[config.mk]
export PLATFORM = sky130hd
export DESIGN_NAME = dram_refresh_sched
export DESIGN_NICKNAME = d
export VERILOG_FILES = /design/src/rtl/dram_refresh_sched.sv
export SDC_FILE = /design/constraint.sdc
export NUM_CORES = 1
export LEC_CHECK = 0
export ABC_AREA = 0
export BUFFER_PORTS_ARGS = -buffer_cell sky130_fd_sc_hd__buf_2
export CAP_MARGIN = 20
export CORE_ASPECT_RATIO = 0.75
export CORE_MARGIN = 5
export CORE_UTILIZATION = 55
export CTS_CLUSTER_SIZE = 16
export DETAILED_ROUTE_END_ITERATION = 16
export PLACE_DENSITY = 0.8
export SLEW_MARGIN = 20
export SYNTH_ARGS = -nofsm -noshare
export SYNTH_HDL_FRONTEND = slang
export SYNTH_SLANG_ARGS = --single-unit
[constraint.sdc]
create_clock -name clk -period 2.6 [get_ports clk]
set_input_delay 0.13 -clock clk [delete_from_list [all_inputs] [get_ports clk]]
set_output_delay 0.13 -clock clk [all_outputs]
set_load 0.005 [all_outputs]
[src/rtl/dram_refresh_sched.sv]
module dram_refresh_sched #(
  parameter int ROW_W    = 13,
  parameter int INTERVAL = 1950,
  parameter int T_CSR    = 2,
  parameter int T_RAS    = 6,
  parameter int T_RP     = 4,
  parameter int MAX_PEND = 8
) (
  input  logic             clk,
  input  logic             rst_n,
  input  logic             cfg_ras_only,
  input  logic [1:0]       cfg_rows,
  input  logic             self_ref_req,
  output logic             ref_req,
  input  logic             ref_gnt,
  input  logic             acc_ras_n,
  input  logic             acc_lcas_n,
  input  logic             acc_ucas_n,
  input  logic             acc_we_n,
  input  logic             acc_dq_oe,
  input  logic [ROW_W-1:0] acc_addr,
  output logic             ras_n,
  output logic             lcas_n,
  output logic             ucas_n,
  output logic             we_n,
  output logic             dq_oe,
  output logic [ROW_W-1:0] addr
);
  localparam int TW   = $clog2(INTERVAL + 1);
  localparam int PW   = $clog2(MAX_PEND + 1);
  localparam int MT1  = (T_CSR > T_RAS) ? T_CSR : T_RAS;
  localparam int MAXT = (MT1 > T_RP) ? MT1 : T_RP;
  localparam int SW   = $clog2(MAXT + 1);

  typedef enum logic [2:0] {S_IDLE, S_SETUP, S_ACT, S_SELF, S_PRE} st_t;

  st_t             state;
  logic [SW-1:0]   stc;
  logic [TW-1:0]   tmr;
  logic [PW-1:0]   pend, pend_nx;
  logic [ROW_W-1:0] row, mask;
  logic            seq_ro, seq_self;
  logic            tick, done, pre_last;

  assign mask     = {ROW_W{1'b1}} >> ((cfg_rows == 2'd0) ? 2'd0 : (cfg_rows == 2'd1) ? 2'd1 : 2'd2);
  assign tick     = (state != S_SELF) && (tmr == TW'(INTERVAL - 1));
  assign pre_last = (state == S_PRE) && (stc == SW'(T_RP - 1));
  assign done     = pre_last && !seq_self;
  assign ref_req  = (pend != '0) || self_ref_req || (state != S_IDLE);

  always_comb begin
    pend_nx = pend - PW'(done);
    if (tick && pend_nx != PW'(MAX_PEND)) pend_nx = pend_nx + 1'b1;
    if (state == S_SELF) pend_nx = '0;
  end

  always_ff @(posedge clk) begin
    if (!rst_n) begin
      state    <= S_IDLE;
      stc      <= '0;
      tmr      <= '0;
      pend     <= '0;
      row      <= '0;
      seq_ro   <= 1'b0;
      seq_self <= 1'b0;
    end else begin
      tmr  <= (state == S_SELF || tick) ? '0 : tmr + 1'b1;
      pend <= pend_nx;
      stc  <= stc + 1'b1;
      case (state)
        S_IDLE: begin
          stc <= '0;
          if (ref_gnt && (self_ref_req || pend != '0)) begin
            state    <= S_SETUP;
            seq_self <= self_ref_req;
            seq_ro   <= cfg_ras_only && !self_ref_req;
          end
        end
        S_SETUP:
          if (stc == SW'(T_CSR - 1)) begin
            state <= seq_self ? S_SELF : S_ACT;
            stc   <= '0;
          end
        S_ACT:
          if (stc == SW'(T_RAS - 1)) begin
            state <= S_PRE;
            stc   <= '0;
          end
        S_SELF: begin
          stc <= '0;
          if (!self_ref_req) state <= S_PRE;
        end
        S_PRE:
          if (pre_last) begin
            state <= S_IDLE;
            stc   <= '0;
            if (seq_ro) row <= (row + 1'b1) & mask;
          end
        default: state <= S_IDLE;
      endcase
    end
  end

  logic r_ras, r_cas;
  logic [ROW_W-1:0] r_addr;
  assign r_ras  = !(state == S_ACT || state == S_SELF);
  assign r_cas  = !((state == S_SETUP || state == S_ACT || state == S_SELF) && !seq_ro);
  assign r_addr = (seq_ro && (state == S_SETUP || state == S_ACT)) ? (row & mask) : '0;

  assign ras_n  = ref_gnt ? r_ras  : acc_ras_n;
  assign lcas_n = ref_gnt ? r_cas  : acc_lcas_n;
  assign ucas_n = ref_gnt ? r_cas  : acc_ucas_n;
  assign we_n   = ref_gnt ? 1'b1   : acc_we_n;
  assign dq_oe  = ref_gnt ? 1'b0   : acc_dq_oe;
  assign addr   = ref_gnt ? r_addr : acc_addr;
endmodule

After elaboration in Yosys (flattened, before gate mapping)
Index checks and enable logic that the tools add are counted.

storage, ports and cells
  bits of input ports = 25
  output and inout bits = 19
  register bits after elaboration = 36

operators by class
  eq/ne operators = 16
  add/subtract/negate cells = 5
  shift operators = 1
  reductions and logical operators = 29
  bitwise logic cells = 3
  muxes and demuxes = 21

operator list
  kind                                                  number
  bitwise AND 13 bit                                    2
  2-to-1 mux 13 bit                                     2
  2-to-1 mux 3 bit                                      8
  one-hot mux 3 bit (5 select lines)                    1
  adder 13 x 1 -> 13 bit (second input constant)        1
  >> shifter 13 x 2 -> 13 bit (first input constant)    1
  one-hot mux 3 bit (4 select lines)                    1
  adder 11 x 1 -> 11 bit (second input constant)        1
  equality test 11 bit (second input constant)          1
  != test 2 bit (second input constant)                 5
  equality test 3 x 2 -> 1 bit (second input constant)  3
  logical AND 1 bit                                     8
  equality test 3 x 1 -> 1 bit (second input constant)  2
  equality test 3 bit (second input constant)           2
  logical OR 1 bit                                      6
  2-to-1 mux 1 bit                                      6
  OR reduction 2 bit                                    3
  logical NOT 1 bit                                     5
  AND reduction 5 bit                                   1
  adder 4 x 1 -> 4 bit (second input constant)          1
  2-to-1 mux 2 bit                                      2
  2-to-1 mux 4 bit                                      1
  != test 4 bit (second input constant)                 1
  nonzero test 4 bit                                    1
  other kinds (10)                                      10

Longest topological paths before layout
  depth in word-level cells = 7
  mapped depth = 10
  mapped depth without buffers = 10

Worst setup path after synthesis
No wires, ideal clock.

  path kind = register -> register
  start = register state[1]
  end = register pend[0]
  data required time = 2,528 ps
  path slack = 238 ps
  cell stages (with the launch flop) = 11
  arrival = 2,290 ps
  buffers on the path = 1
  cells stage by stage = dfxtp_1 > buf_2 > nor2_1 > nand3_1 > nor2_1 > ha_1 > ha_1 > ha_1 > and4_1 > a311oi_4 > mux2i_1

between the ends
  longest elaborated chain between the ends = 7
  elaborated cells on any way between the ends = 12
  classes of those cells = add/sub: 2; eq/ne: 4; mux: 1; reduce/logical: 5

ends and longest elaborated chain
  element                                                            RTL line  RTL
  start: declaration                                                 37        st_t state;
  start signal: assignment                                           81        state <= seq_self ? S_SELF : S_ACT;
  branches (longest 7 deep; another with subtractor 4 x 1 -> 4 bit)  -
  end signal: assignment                                             68        pend <= pend_nx;
  end: declaration                                                   40        logic [PW-1:0] pend, pend_nx;

Parallel ways; which one is timed is not known.
A chain may end at the register's enable or synchronous reset.

Final worst setup path
  start = register stc[0]
  end = register pend[1]

between the ends
  longest elaborated chain between the ends = 7
  elaborated cells on any way between the ends = 8
  classes of those cells = add/sub: 2; eq/ne: 2; mux: 1; reduce/logical: 3

ends and longest elaborated chain
  element                                                       RTL line  RTL
  start: declaration                                            38        logic [SW-1:0] stc;
  start signal: assignment                                      69        stc <= stc + 1'b1;
  equality test 3 x 2 -> 1 bit *                                47        assign pre_last = (state == S_PRE) && (stc == SW'(T_RP - 1));
  logical AND 1 bit *                                           47
  logical AND 1 bit *                                           48        assign done = pre_last && !seq_self;
  subtractor 4 x 1 -> 4 bit *                                   52        pend_nx = pend - PW'(done);
  branches (longest 2 deep; another with adder 4 x 1 -> 4 bit)  -
  2-to-1 mux 4 bit *                                            53        if (tick && pend_nx != PW'(MAX_PEND)) pend_nx = pend_nx + 1'b1;

Mark *: on every way between the ends.

==> results.cfg <==
[status]
status = finished clean

[worst_setup_path]
worstPathArrival_ps = 2640
reg2regPathDepth = 10
startpoint_type = flop
cpPeakStageDelay_ps = 350
end_kind = flop
path_class = reg -> reg
crit_path_frequent_cell = ha_2
worst-path-max-fanout = 3
required_ps = 2810
path_cells = ha_1 > ha_2 > nand3_2 > nor2_2 > ha_2 > ha_1 > ha_2 > and4_1 > a311oi_4 > mux2i_1
slowest_stage = a311oi_4

[clocking]
cts_root_buf = clkbuf_8
clk_pin_slew_ps = 70
numCtsBuffers = 5
clockBufferDepth = 2
clk_latency_ps = 280
h-tree-depth = 2
holdBufCountCts = 0
cts_tree = yes
cts_sinks = 36

[global_routing]
track_usage_pct = 18.6
grt_pass1_vias = 1658
globalRoute.totalOverflow = 0
grt_pass1_wl_um = 7690
grt_max_degree = 22
antenna_found_initial = 0

[power_and_ir_drop]
p_total_mw = 1.04
switchingPower_uw = 254
max-vdd-ir-drop_v = 0.000255
p_comb_share_pct = 11.3
p_int_uw = 789
swShare_pct = 24.4
p_leak_nw = 1.05
p_seq_share_pct = 54.8
power_density_mw_per_mm2 = 420
power_frac_clock_pct = 33.9

[route]
route.vias.total = 1933
drt-total-wl_um = 4550
antenna_left = 0
met3_length_um = 306
maxUsedRoutingLayer = met4
vias_per_cell = 5.31
remaining_drc_errors = 0
dr.pass1.iters = 5
wl_met1_um = 2310
met2WireLength_um = 1880
wl_per_cell_um = 12.5
first_iter_violations = 118

[yosys]
ys_warn_count = 0
yosys-top-cells-area = dfxtp_1 34%, nor2_1 6.3%, ha_1 5.8%
yosysTopAreaCell = dfxtp_1
synth_commonest_cells = 36 x dfxtp_1, 36 x nor2_1, 26 x nand2_1, 23 x inv_1, 17 x nand3_1
ys_seq_elements = 36
synth_seq_area_share_pct = 33.7
synth.avg_cell_area_um2 = 7.90
synth-edff-count = 0
yosys.area.top_type_share_pct = 33.7
syn_inst = 271
ys_async_sr_fraction_pct = 0
yosys.cell_types.count = 45
netlist_area_mm2 = 0.00214
syn-num-nets = 306
synthFlopType = dfxtp_1

[placement]
portBuffers = 43
dp_hpwl_um = 3390
gp_congestion = 0.885

[hold_path]
hold_path.class = in -> reg
min_path_cells = 3

[sta]
slew_violations = 0
final-setup-viol-count = 0
fin_crit_sh_pct = 93.6
finalCriticalPeriod_ps = 2430
maxSlewHeadroom_pct = 67.7
rsz0062_at_grt = false
tns_ps = 0
timing.fmax_mhz = 411
worst_pin_slew_ps = 484
skew_ps = 5.94
hold_viol_final = 0

[die]
fp.dieW_um = 82.0
core_mm2 = 0.00371
row_count = 19
die_h_um = 64.0
dieArea_mm2 = 0.00525
start_util_pct = 57.7
io_pins = 44

[final_layout]
areaGrowthSynthToFinish_pct = 16.0
finalNetCount = 349
antenna_cells = 0
drive_gt1_share_pct = 21.8
fillers = 318

[job]
drv_cap = 0
[critical path: cells and delay by family, from the launching register on]
family                   cells  cell delay, ps
adder cells (fa/ha/maj)      5            1010
AND/OR/NAND/NOR              3             450
AO/OA/AOI/OAI                1             350
flip-flops                   1             340
multiplexers                 1             230
[stage by stage]
stage / cells / setup slack, ps / hold slack, ps / instance area, um2 / util (%)
global placement: 359 / 242 / 438 / 2390 / 64.6
finish: 364 / 167 / 139 / 2480 / 66.9
detailed placement: 359 / 126 / 432 / 2390 / 64.6
floorplan: 271 / 238 / 246 / 2140 / -
CTS: 364 / 104 / 131 / 2460 / 66.4
global route: 364 / 12.4 / 149 / 2480 / 66.9
[metal layers]
metal  vias to the layer above  track usage, %
met5                         -               0
li1                       1010               -
met3                         4            7.16
met2                        54            25.5
met1                       865            26.5
met4                         0            6.02
[layout by cell type (no fill, tap or decap), drive strengths merged, types with 2 or more instances in the layout]
master  count
and4bb      2
nand2      26
nand2b      2
o21a        2
nand4       7
o21ai      19
buf        46
inv        23
and3        8
and4        5
and2        2
a21oi      10
mux2i       3
xor2       14
nor2b       4
nand3b      2
nor2       36
nor3        4
or3         5
xnor2       7
nand3      17
nor3b       2
clkbuf      5
dfxtp      36
o211ai      2
ha         10
[power by group through the flow]
stage | Combinational [mW] | Sequential (mW) | Clock, mW
after CTS | 0.118 | 0.570 | 0.361
after floorplan | 0.0705 | 0.579 | 0
after global placement | 0.116 | 0.582 | 0
after global routing | 0.133 | 0.572 | 0.397
final | 0.118 | 0.571 | 0.354
after detailed placement | 0.117 | 0.582 | 0
[cells by family after synthesis]
group	share of synthesized area (%)
compound gates	13.0
simple gates	31.2
fa+ha+maj	5.85
buf+inv	6.26
xor+xnor	8.60
flops	33.7
mux	1.40
[layout make-up]
cell class | count | area [um2] | area share [%]
timing repair buffer | 46 | 238 | 9.58
sequential | 36 | 722 | 29.1
tap | 52 | 65.1 | 2.62
clock buffer | 5 | 68.8 | 2.77
inverter | 23 | 86.3 | 3.48
multi-input combinational | 202 | 1300 | 52.5
[path summary, 6_finish.rpt]
check	start	endpoint	slack (ps)
min	rst_n	row[11]$_SDFFE_PN0P_	140
max	stc[0]$_SDFF_PN0_	pend[1]$_SDFF_PP0_	170
max reg2reg	stc[0]$_SDFF_PN0_	pend[1]$_SDFF_PP0_	170
min reg2reg	stc[0]$_SDFF_PN0_	stc[0]$_SDFF_PN0_	420
[what timing repair did]
action | 4_1_cts | 5_1_grt
buffers inserted | 0 | 0
gates resized for setup | 0 | 7
endpoints found under the setup margin | 0 | 2
[registers in the layout, indices dropped and copies added (netlist names)]
signal    count
row          13
tmr          11
seq_ro        1
stc           3
state         3
pend          4
seq_self      1
Power figures use the tool's default switching activity.
